### src/rtl/dma_guard_pkg.sv
package dma_guard_pkg;

    typedef enum logic [1:0] {
        ST_IDLE  = 2'd0,
        ST_RDATA = 2'd1,
        ST_WACK  = 2'd2
    } guard_state_e;

    // register index field width inside one channel or the global space
    localparam int unsigned IDX_W    = 3;
    // number of implemented parameter registers per channel
    localparam int unsigned CH_REGS  = 5;

    localparam logic [IDX_W-1:0] G_STAT    = 3'd0;
    localparam logic [IDX_W-1:0] G_ENSET   = 3'd1;
    localparam logic [IDX_W-1:0] G_ENCLR   = 3'd2;
    localparam logic [IDX_W-1:0] G_SECMASK = 3'd3;

endpackage

### src/rtl/dma_guard_decode.sv
module dma_guard_decode
    import dma_guard_pkg::*;
#(
    parameter int unsigned NUM_CH = 4,
    parameter int unsigned CH_W   = 2,
    parameter int unsigned ADDR_W = 6
) (
    input  logic [ADDR_W-1:0] addr,
    output logic              is_global,
    output logic [CH_W-1:0]   ch,
    output logic [IDX_W-1:0]  idx,
    output logic              ch_reg_hit
);

    always_comb begin
        is_global  = addr[ADDR_W-1];
        ch         = addr[ADDR_W-2 -: CH_W];
        idx        = addr[IDX_W-1:0];
        ch_reg_hit = !is_global
                     && (int'(idx) < int'(CH_REGS))
                     && (int'(ch) < int'(NUM_CH));
    end

endmodule

### src/rtl/dma_guard_ctrl.sv
module dma_guard_ctrl #(
    parameter int unsigned NUM_CH = 4
) (
    input  logic              clk,
    input  logic              rst_n,
    input  logic              en_set,
    input  logic              en_clr,
    input  logic              sec_wr,
    input  logic [NUM_CH-1:0] wbits,
    input  logic [NUM_CH-1:0] acc_mask,
    output logic [NUM_CH-1:0] en_q,
    output logic [NUM_CH-1:0] sec_q
);

    logic [NUM_CH-1:0] eff_bits;

    always_comb eff_bits = wbits & acc_mask;

    always_ff @(posedge clk or negedge rst_n) begin
        if (!rst_n) begin
            en_q <= '0;
        end else if (en_set) begin
            en_q <= en_q | eff_bits;
        end else if (en_clr) begin
            en_q <= en_q & ~eff_bits;
        end
    end

    always_ff @(posedge clk or negedge rst_n) begin
        if (!rst_n) begin
            sec_q <= '1;
        end else if (sec_wr) begin
            sec_q <= wbits;
        end
    end

endmodule

### src/rtl/dma_guard_chregs.sv
module dma_guard_chregs
    import dma_guard_pkg::*;
#(
    parameter int unsigned NUM_CH = 4,
    parameter int unsigned CH_W   = 2,
    parameter int unsigned DATA_W = 32,
    localparam int unsigned FLAT_W = NUM_CH * CH_REGS * DATA_W
) (
    input  logic              clk,
    input  logic              rst_n,
    input  logic              we,
    input  logic [CH_W-1:0]   ch,
    input  logic [IDX_W-1:0]  idx,
    input  logic [DATA_W-1:0] wdata,
    output logic [FLAT_W-1:0] regs_flat
);

    for (genvar c = 0; c < NUM_CH; c++) begin : g_ch
        for (genvar r = 0; r < CH_REGS; r++) begin : g_reg
            logic [DATA_W-1:0] q;

            always_ff @(posedge clk or negedge rst_n) begin
                if (!rst_n) begin
                    q <= '0;
                end else if (we && (ch == CH_W'(c)) && (idx == IDX_W'(r))) begin
                    q <= wdata;
                end
            end

            assign regs_flat[(c*CH_REGS + r)*DATA_W +: DATA_W] = q;
        end
    end

endmodule

### src/rtl/dma_reg_guard.sv
module dma_reg_guard
    import dma_guard_pkg::*;
#(
    parameter int unsigned NUM_CH = 4,
    parameter int unsigned DATA_W = 32,
    localparam int unsigned CH_W   = (NUM_CH > 1) ? $clog2(NUM_CH) : 1,
    localparam int unsigned ADDR_W = 1 + CH_W + IDX_W
) (
    input  logic              clk,
    input  logic              rst_n,
    input  logic              req_valid,
    input  logic              req_write,
    input  logic              req_secure,
    input  logic [ADDR_W-1:0] req_addr,
    input  logic [DATA_W-1:0] req_wdata,
    output logic              resp_valid,
    output logic [DATA_W-1:0] resp_data
);

    localparam int unsigned FLAT_W = NUM_CH * CH_REGS * DATA_W;

    guard_state_e      state_q, state_d;
    logic              is_global, ch_reg_hit;
    logic [CH_W-1:0]   ch;
    logic [IDX_W-1:0]  idx;
    logic [NUM_CH-1:0] en_q, sec_q, acc_mask;
    logic [FLAT_W-1:0] regs_flat;
    logic              ch_we, g_wr;
    logic [DATA_W-1:0] rd_val, rdata_q;

    dma_guard_decode #(.NUM_CH(NUM_CH), .CH_W(CH_W), .ADDR_W(ADDR_W)) u_dec (
        .addr       (req_addr),
        .is_global  (is_global),
        .ch         (ch),
        .idx        (idx),
        .ch_reg_hit (ch_reg_hit)
    );

    // a non-secure request only reaches channels that are non-secure
    always_comb acc_mask = req_secure ? {NUM_CH{1'b1}} : ~sec_q;

    always_comb begin
        g_wr  = req_valid && req_write && is_global;
        ch_we = req_valid && req_write && ch_reg_hit
                && !en_q[ch] && (req_secure || !sec_q[ch]);
    end

    dma_guard_ctrl #(.NUM_CH(NUM_CH)) u_ctrl (
        .clk      (clk),
        .rst_n    (rst_n),
        .en_set   (g_wr && (idx == G_ENSET)),
        .en_clr   (g_wr && (idx == G_ENCLR)),
        .sec_wr   (g_wr && (idx == G_SECMASK) && req_secure),
        .wbits    (req_wdata[NUM_CH-1:0]),
        .acc_mask (acc_mask),
        .en_q     (en_q),
        .sec_q    (sec_q)
    );

    dma_guard_chregs #(.NUM_CH(NUM_CH), .CH_W(CH_W), .DATA_W(DATA_W)) u_regs (
        .clk       (clk),
        .rst_n     (rst_n),
        .we        (ch_we),
        .ch        (ch),
        .idx       (idx),
        .wdata     (req_wdata),
        .regs_flat (regs_flat)
    );

    // read value as seen by the requester
    always_comb begin
        rd_val = '0;
        if (is_global) begin
            if (idx == G_STAT) begin
                rd_val[NUM_CH-1:0] = en_q & acc_mask;
            end else if (idx == G_SECMASK) begin
                rd_val[NUM_CH-1:0] = sec_q & acc_mask;
            end
        end else if (ch_reg_hit && (req_secure || !sec_q[ch])) begin
            rd_val = regs_flat[(int'(ch)*CH_REGS + int'(idx))*DATA_W +: DATA_W];
        end
    end

    // next state of the response slot
    always_comb begin
        if (!req_valid) begin
            state_d = ST_IDLE;
        end else if (req_write) begin
            state_d = ST_WACK;
        end else begin
            state_d = ST_RDATA;
        end
    end

    always_ff @(posedge clk or negedge rst_n) begin
        if (!rst_n) begin
            state_q <= ST_IDLE;
            rdata_q <= '0;
        end else begin
            state_q <= state_d;
            rdata_q <= (req_valid && !req_write) ? rd_val : '0;
        end
    end

    always_comb begin
        unique case (state_q)
            ST_IDLE: begin
                resp_valid = 1'b0;
                resp_data  = '0;
            end
            ST_RDATA: begin
                resp_valid = 1'b1;
                resp_data  = rdata_q;
            end
            ST_WACK: begin
                resp_valid = 1'b1;
                resp_data  = '0;
            end
            default: begin
                resp_valid = 1'b0;
                resp_data  = '0;
            end
        endcase
    end

endmodule

### config.mk
export PLATFORM = sky130hd
export DESIGN_NAME = dma_reg_guard
export DESIGN_NICKNAME = d
export VERILOG_FILES = /design/src/rtl/dma_guard_pkg.sv /design/src/rtl/dma_guard_decode.sv /design/src/rtl/dma_guard_ctrl.sv /design/src/rtl/dma_guard_chregs.sv /design/src/rtl/dma_reg_guard.sv
export SDC_FILE = /design/constraint.sdc
export NUM_CORES = 1
export LEC_CHECK = 0
export BUFFER_PORTS_ARGS = -buffer_cell sky130_fd_sc_hd__buf_2
export CORE_MARGIN = 1
export CORE_UTILIZATION = 25
export CTS_BUF_LIST = sky130_fd_sc_hd__clkbuf_16
export CTS_CLUSTER_SIZE = 25
export DETAILED_ROUTE_END_ITERATION = 7
export PLACE_DENSITY = 0.51
export SETUP_SLACK_MARGIN = 0.2
export SYNTH_ARGS = -nofsm -noshare
export SYNTH_HDL_FRONTEND = slang
export SYNTH_SLANG_ARGS = --single-unit
### constraint.sdc
create_clock -name clk -period 2.9 [get_ports clk]
set_clock_uncertainty 0.2 [all_clocks]
set_input_delay 0.58 -clock clk [delete_from_list [all_inputs] [get_ports clk]]
set_output_delay 0.58 -clock clk [all_outputs]
set_load 0.05 [all_outputs]
After elaboration in Yosys (flattened, before gate mapping)

Index checks and enable logic that the tools add are counted.

Word-level logic and storage cells: 107
Output and inout bits: 33
Input port bits: 43
Bits in registers: 682

Magnitude comparators: 2
Shift operators: 1
Multiplexer cells: 17
Add/subtract/negate cells: 1
Reductions and logical operators: 45
$mul: 1
Eq/ne operators: 9
Bitwise logic cells: 7

Operator list:

| cell                                               | number |
|---|---|
| variable part select 640 x 12 -> 32 bit            | 1 |
| 2-to-1 mux 32 bit                                  | 3 |
| logical AND 1 bit                                  | 36 |
| 2-to-1 mux 28 bit                                  | 1 |
| 2-to-1 mux 4 bit                                   | 6 |
| AND 4 bit                                          | 4 |
| NOT 4 bit                                          | 2 |
| adder 5 x 3 -> 6 bit                               | 1 |
| == test 2 bit, second input constant               | 3 |
| == test 3 x 2 -> 1 bit, second input constant      | 2 |
| multiplier 2 x 3 -> 5 bit, second input constant   | 1 |
| binary-select mux 1 bit (select 2 bit)             | 2 |
| == test 2 x 1 -> 1 bit, second input constant      | 2 |
| zero test 1 bit                                    | 4 |
| 2-to-1 mux 2 bit                                   | 2 |
| OR 4 bit                                           | 1 |
| == test 3 x 1 -> 1 bit, second input constant      | 1 |
| == test 3 bit, second input constant               | 1 |
| zero test 3 bit                                    | 1 |
| < comparator 2 x 3 -> 1 bit, second input constant | 1 |
| < comparator 3 bit, second input constant          | 1 |
| 2-to-1 mux 1 bit                                   | 3 |
| zero test 2 bit                                    | 1 |
| nonzero test 2 bit                                 | 1 |
| 2 further kinds                                    | 2 |

Longest topological paths before layout

Depth after elaboration: 8
Gate-level depth with buffers: 10
Mapped depth without buffers: 8

Modules after synthesis

A second synthesis with hierarchy kept.

Cells, all modules: 2086
Area total of the unflattened synthesis: 31144.9 sq um

Modules (own cells, without submodules):

| module           | area each (sq um) | seq. area each (sq um) | instances | cells an instance |
|---|---|---|---|---|
| dma_guard_chregs | 24119.4           | 16015.4                | 1         | 1439 |
| dma_reg_guard    | 6658.9            | 850.8                  | 1         | 619 |
| dma_guard_ctrl   | 310.3             | 205.2                  | 1         | 20 |
| dma_guard_decode | 56.3              | 0.0                    | 1         | 8 |

Least setup slack after synthesis

OpenSTA, ideal clock, no wires.

Path kind: input to register
Start: input req_addr[1]
End: register rdata_q[30]
Path slack: -0.368 ns
Arrival time: 2.943 ns
Setup time: 0.126 ns
Data required time: 2.574 ns
Stages: 9
Buffers on the path: 3
Cells stage by stage: ha_1 -> ha_1 -> fa_1 -> or2_2 -> clkbuf_1 -> clkbuf_1 -> clkbuf_1 -> o22ai_1 -> o311a_1

Word-level cells in the longest chain between the ends: 6
Elaborated cells on any way between the ends: 8
Those cells by class: add/sub (1); order compare (1); shift (1); mux (3); reduce/logical (2)

RTL lines:

| what                                                         | line                 | source |
|---|---|---|
| start: declaration                                           | dma_reg_guard.sv:14  | `input logic [ADDR_W-1:0] req_addr,` |
| branches (longest 3 deep; another with adder 5 x 3 -> 6 bit) | n/a                  |  |
| 2-to-1 mux 32 bit (*)                                        | dma_reg_guard.sv:79  | `end else if (ch_reg_hit && (req_secure \|\| !sec_q[ch])) begin` |
| 2-to-1 mux 28 bit (*)                                        | dma_reg_guard.sv:73  | `if (is_global) begin` |
| 2-to-1 mux 32 bit (*)                                        | dma_reg_guard.sv:101 | `rdata_q <= (req_valid && !req_write) ? rd_val : '0;` |
| end signal: assignment                                       | dma_reg_guard.sv:101 |  |
| end: declaration                                             | dma_reg_guard.sv:29  | `logic [DATA_W-1:0] rd_val, rdata_q;` |

Mark *: on every way between the ends.
A chain may end at the register's enable or synchronous reset.

Final worst setup path

Start: register state_q[1]
End: output resp_data[19]

Word-level cells in the longest chain between the ends: 2

RTL lines:

| what                     | line                 | source |
|---|---|---|
| start: declaration       | dma_reg_guard.sv:22  | `guard_state_e state_q, state_d;` |
| start signal: assignment | dma_reg_guard.sv:100 | `state_q <= state_d;` |
| == test 2 x 1 -> 1 bit   | dma_reg_guard.sv:106 | `unique case (state_q)` |
| 2-to-1 mux 32 bit        | dma_reg_guard.sv:106 |  |
| end: declaration         | dma_reg_guard.sv:17  | `output logic [DATA_W-1:0] resp_data` |

Every way passes these cells.

==> reports/qor.yml <==
area_growth_pct: 21.7
overflow: 0
die_w_um: 353
cts_root_buffer: "clkbuf_16"
worstPathMaxFanout: 8
worst-path-buf-inv: 4
status: "finished, final reports clean"
period_share_pct: 92.7
yosys.area.top_type_share_pct: 55.2
drt_pass1_iterations: 6
crit_required_ps: 2120
gp_congestion: 0.787
critical-path-top-delay-family: "buffers and inverters"
synth_seq_area_share_pct: 55.5
cts.path.max_buffers: 3
row_count: 128
ant_nets: 0
routed_via_density: 4.77
endpoint_kind: "primary output"
ys_top_cells_by_count: "dfrtp_1 (678), mux2_2 (645), mux2i_1 (128)"
crit_chain: "inv_2 -> ha_4 -> buf_12 -> buf_16 -> and2_4 -> buf_12"
path_clk_slew_ps: 50
hold_viol: 0
maxCapViolCount: 0
critPathKind: "flip-flop to primary output"
cpPeakStageDelay_ps: 370
dr.first_iter.drc_count: 1070
gr-max-usage-layer: "met2"
drv_slew: 0
detailed_place_hpwl_um: 56200
num_vias: 18400
grt_pass1_vias: 20300
numCtsBuffers: 78
initial_core_util_pct: 25.2
final_util_pct: 30.7
core_area_um2: 122000
max-vdd-ir-drop_v: 0.000349
yosys_most_used_dff: "dfrtp_1"
comb_power_share_pct: 13.0
p_seq_share_pct: 45.6
power_report.internal_total_uw: 16900
portBuffers: 75
routedWlPerCell_um: 23.6
hold_path_depth: 3
rsz0062_at_grt: "yes"
syn_area_per_cell_um2: 14.8
grt_pass1_wl_um: 138000
hold_class: "input port to flip-flop"
synthCells: 2084
cts_tree: "built"
r2r-end: "u_regs.g_ch[3].g_reg[3].q[10]"
grt_use_met2_pct: 24.7
clkPwrFrac_pct: 41.4
antenna_cells: 0
p_leak_uw: 0.0177
grt_max_degree: 127
yosysWarnings: 0
fin_nets: 2236
cpMostUsedCell: "buf_12"
synth_top_area_cell: "dfrtp_1"
antenna_found_initial: 8
r2r-start: "u_ctrl.sec_q[3]"
worstSetupStartpointType: "flip-flop"
synth-async-reset-ratio_pct: 100
grt_usage_pct: 14.8
fillers: 11900
worst_pin_slew_ps: 768
cts_sinks: 682
setup_viol: 0
drcViolationCount: 0
switching_share_pct: 25.7
die_height_um: 353
max_freq_mhz: 372
synth-seq-cells: 682
timing.final.crit_period_ps: 2690
powerDensity_nw_per_um2: 608
synth_area_leaders: "dfrtp_1 (55%), mux2_2 (24%), mux4_2 (7.0%)"
hold-path-endpoint: "state_q[1]"
clock_latency_ps: 640
synth_fp_nets: 2135
max_slew_margin_pct: 48.8
synth_edf_count: 0
grt_use_met3_pct: 2.73
power.switching_uw: 5850
drive_above_1_share_pct: 50.8
dieArea_um2: 124000
wirelength_um: 91400
min_from: "req_write"
h-tree-depth: 3
slowest_stage: "dfrtp_1"
arrival_ps: 1910
ios: 76
reg2reg_slack_ps: 330
worstRegToRegCells: 7
ys_types: 42
yosysMostFrequentCell: "dfrtp_1"
met1_usage_pct: 19.7
report.power.total_uw: 22800
finalSetupTns_ps: 0
netlist_area_um2: 30800
[layer usage]
metal  routed length [um]  vias up  part of all wire (%)
met4                 1600       12                   1.8
met3                 3850      118                   4.2
met5                   63        -                 0.069
li1                     -     7900                     -
met1                41200    10100                    45
met2                44700      351                    49
[what timing repair did]
action	CTS	global route
gates cloned	3	0
pin swaps	18	19
hold buffers	1	0
resized for setup	133	14
setup buffers	3	0
endpoints found under the hold margin	59	0
endpoints found under the setup margin	32	35
[area by class of cell]
| type | count | area [um2] | area share, % |
|---|---|---|---|
| Sequential cell | 682 | 17100 | 45.6 |
| Multi-Input combinational cell | 1170 | 13000 | 34.7 |
| Timing Repair Buffer | 218 | 2790 | 7.45 |
| Tap cell | 1625 | 2030 | 5.43 |
| Clock buffer | 79 | 1980 | 5.28 |
| Clock inverter | 61 | 442 | 1.18 |
| Inverter | 35 | 131 | 0.351 |
[cell usage in the layout, fill, tap and decap left out, drive strengths merged, types with 28 or more instances in the layout]
cell type,n
buf,217
clkbuf,79
nand2,30
inv,53
mux2,646
clkinv,36
mux2i,128
o22ai,124
mux4,96
and2,34
o311a,28
dfrtp,678
[logic make-up (layout without fill, tap and decap cells)]
family	after synthesis	count (layout)	share of synthesized area [%]
flip-flops	682	682	55.5
AND/OR/NAND/NOR	111	111	1.90
buffers and inverters	232	393	3.29
adder cells (fa/ha/maj)	8	8	0.350
XOR/XNOR	1	1	0.0285
multiplexers	870	870	34.8
AO/OA/AOI/OAI	180	180	4.08
[registers in the layout, summed over array words and instances (netlist names), named ones only]
signal           cells
state_q              2
rdata_q             32
u_regs.g_ch.g.q    640
u_ctrl.sec_q         4
[per-stage QoR]
stage	setup WS [ps]	cell area [um2]	cells	hold slack [ps]
after floorplan	88.4	30900	2084	84.4
after global placement	-236	34400	3723	278
after detailed placement	-296	34400	3723	282
after CTS	157	37400	3870	39.4
after global routing	161	37400	3870	115
final	213	37400	3870	108
[power groups by stage]
stage,registers (uW),logic [uW],clock network [uW]
3_3_place_gp,10500,2870,0
3_5_place_dp,10500,2940,0
6_report,10400,2950,9430
4_1_cts,10400,3000,9730
2_1_floorplan,10400,1750,0
5_1_grt,10400,3180,10100
[worst max-delay path by stage]
stage	from	end	slack (ps)	cells past startpoint
4_1_cts	state_q[1]	resp_data[20]	160	6
3_5_place_dp	req_addr[1]	rdata_q[15]	-300	10
3_3_place_gp	req_addr[1]	rdata_q[15]	-240	10
5_1_grt	state_q[1]	resp_data[20]	160	6
6_report	state_q[1]	resp_data[19]	210	6
2_1_floorplan	req_addr[1]	rdata_q[2]	90	10
[worst reg2reg max path, cell delays in order, from the launching register on]
cell	delay (ps)
dfstp_2	390
mux2_1	330
a2111o_1	460
nor3b_2	170
buf_4	200
nand2_2	160
buf_12	220
mux2_2	310
Power figures use the tool's default switching activity.
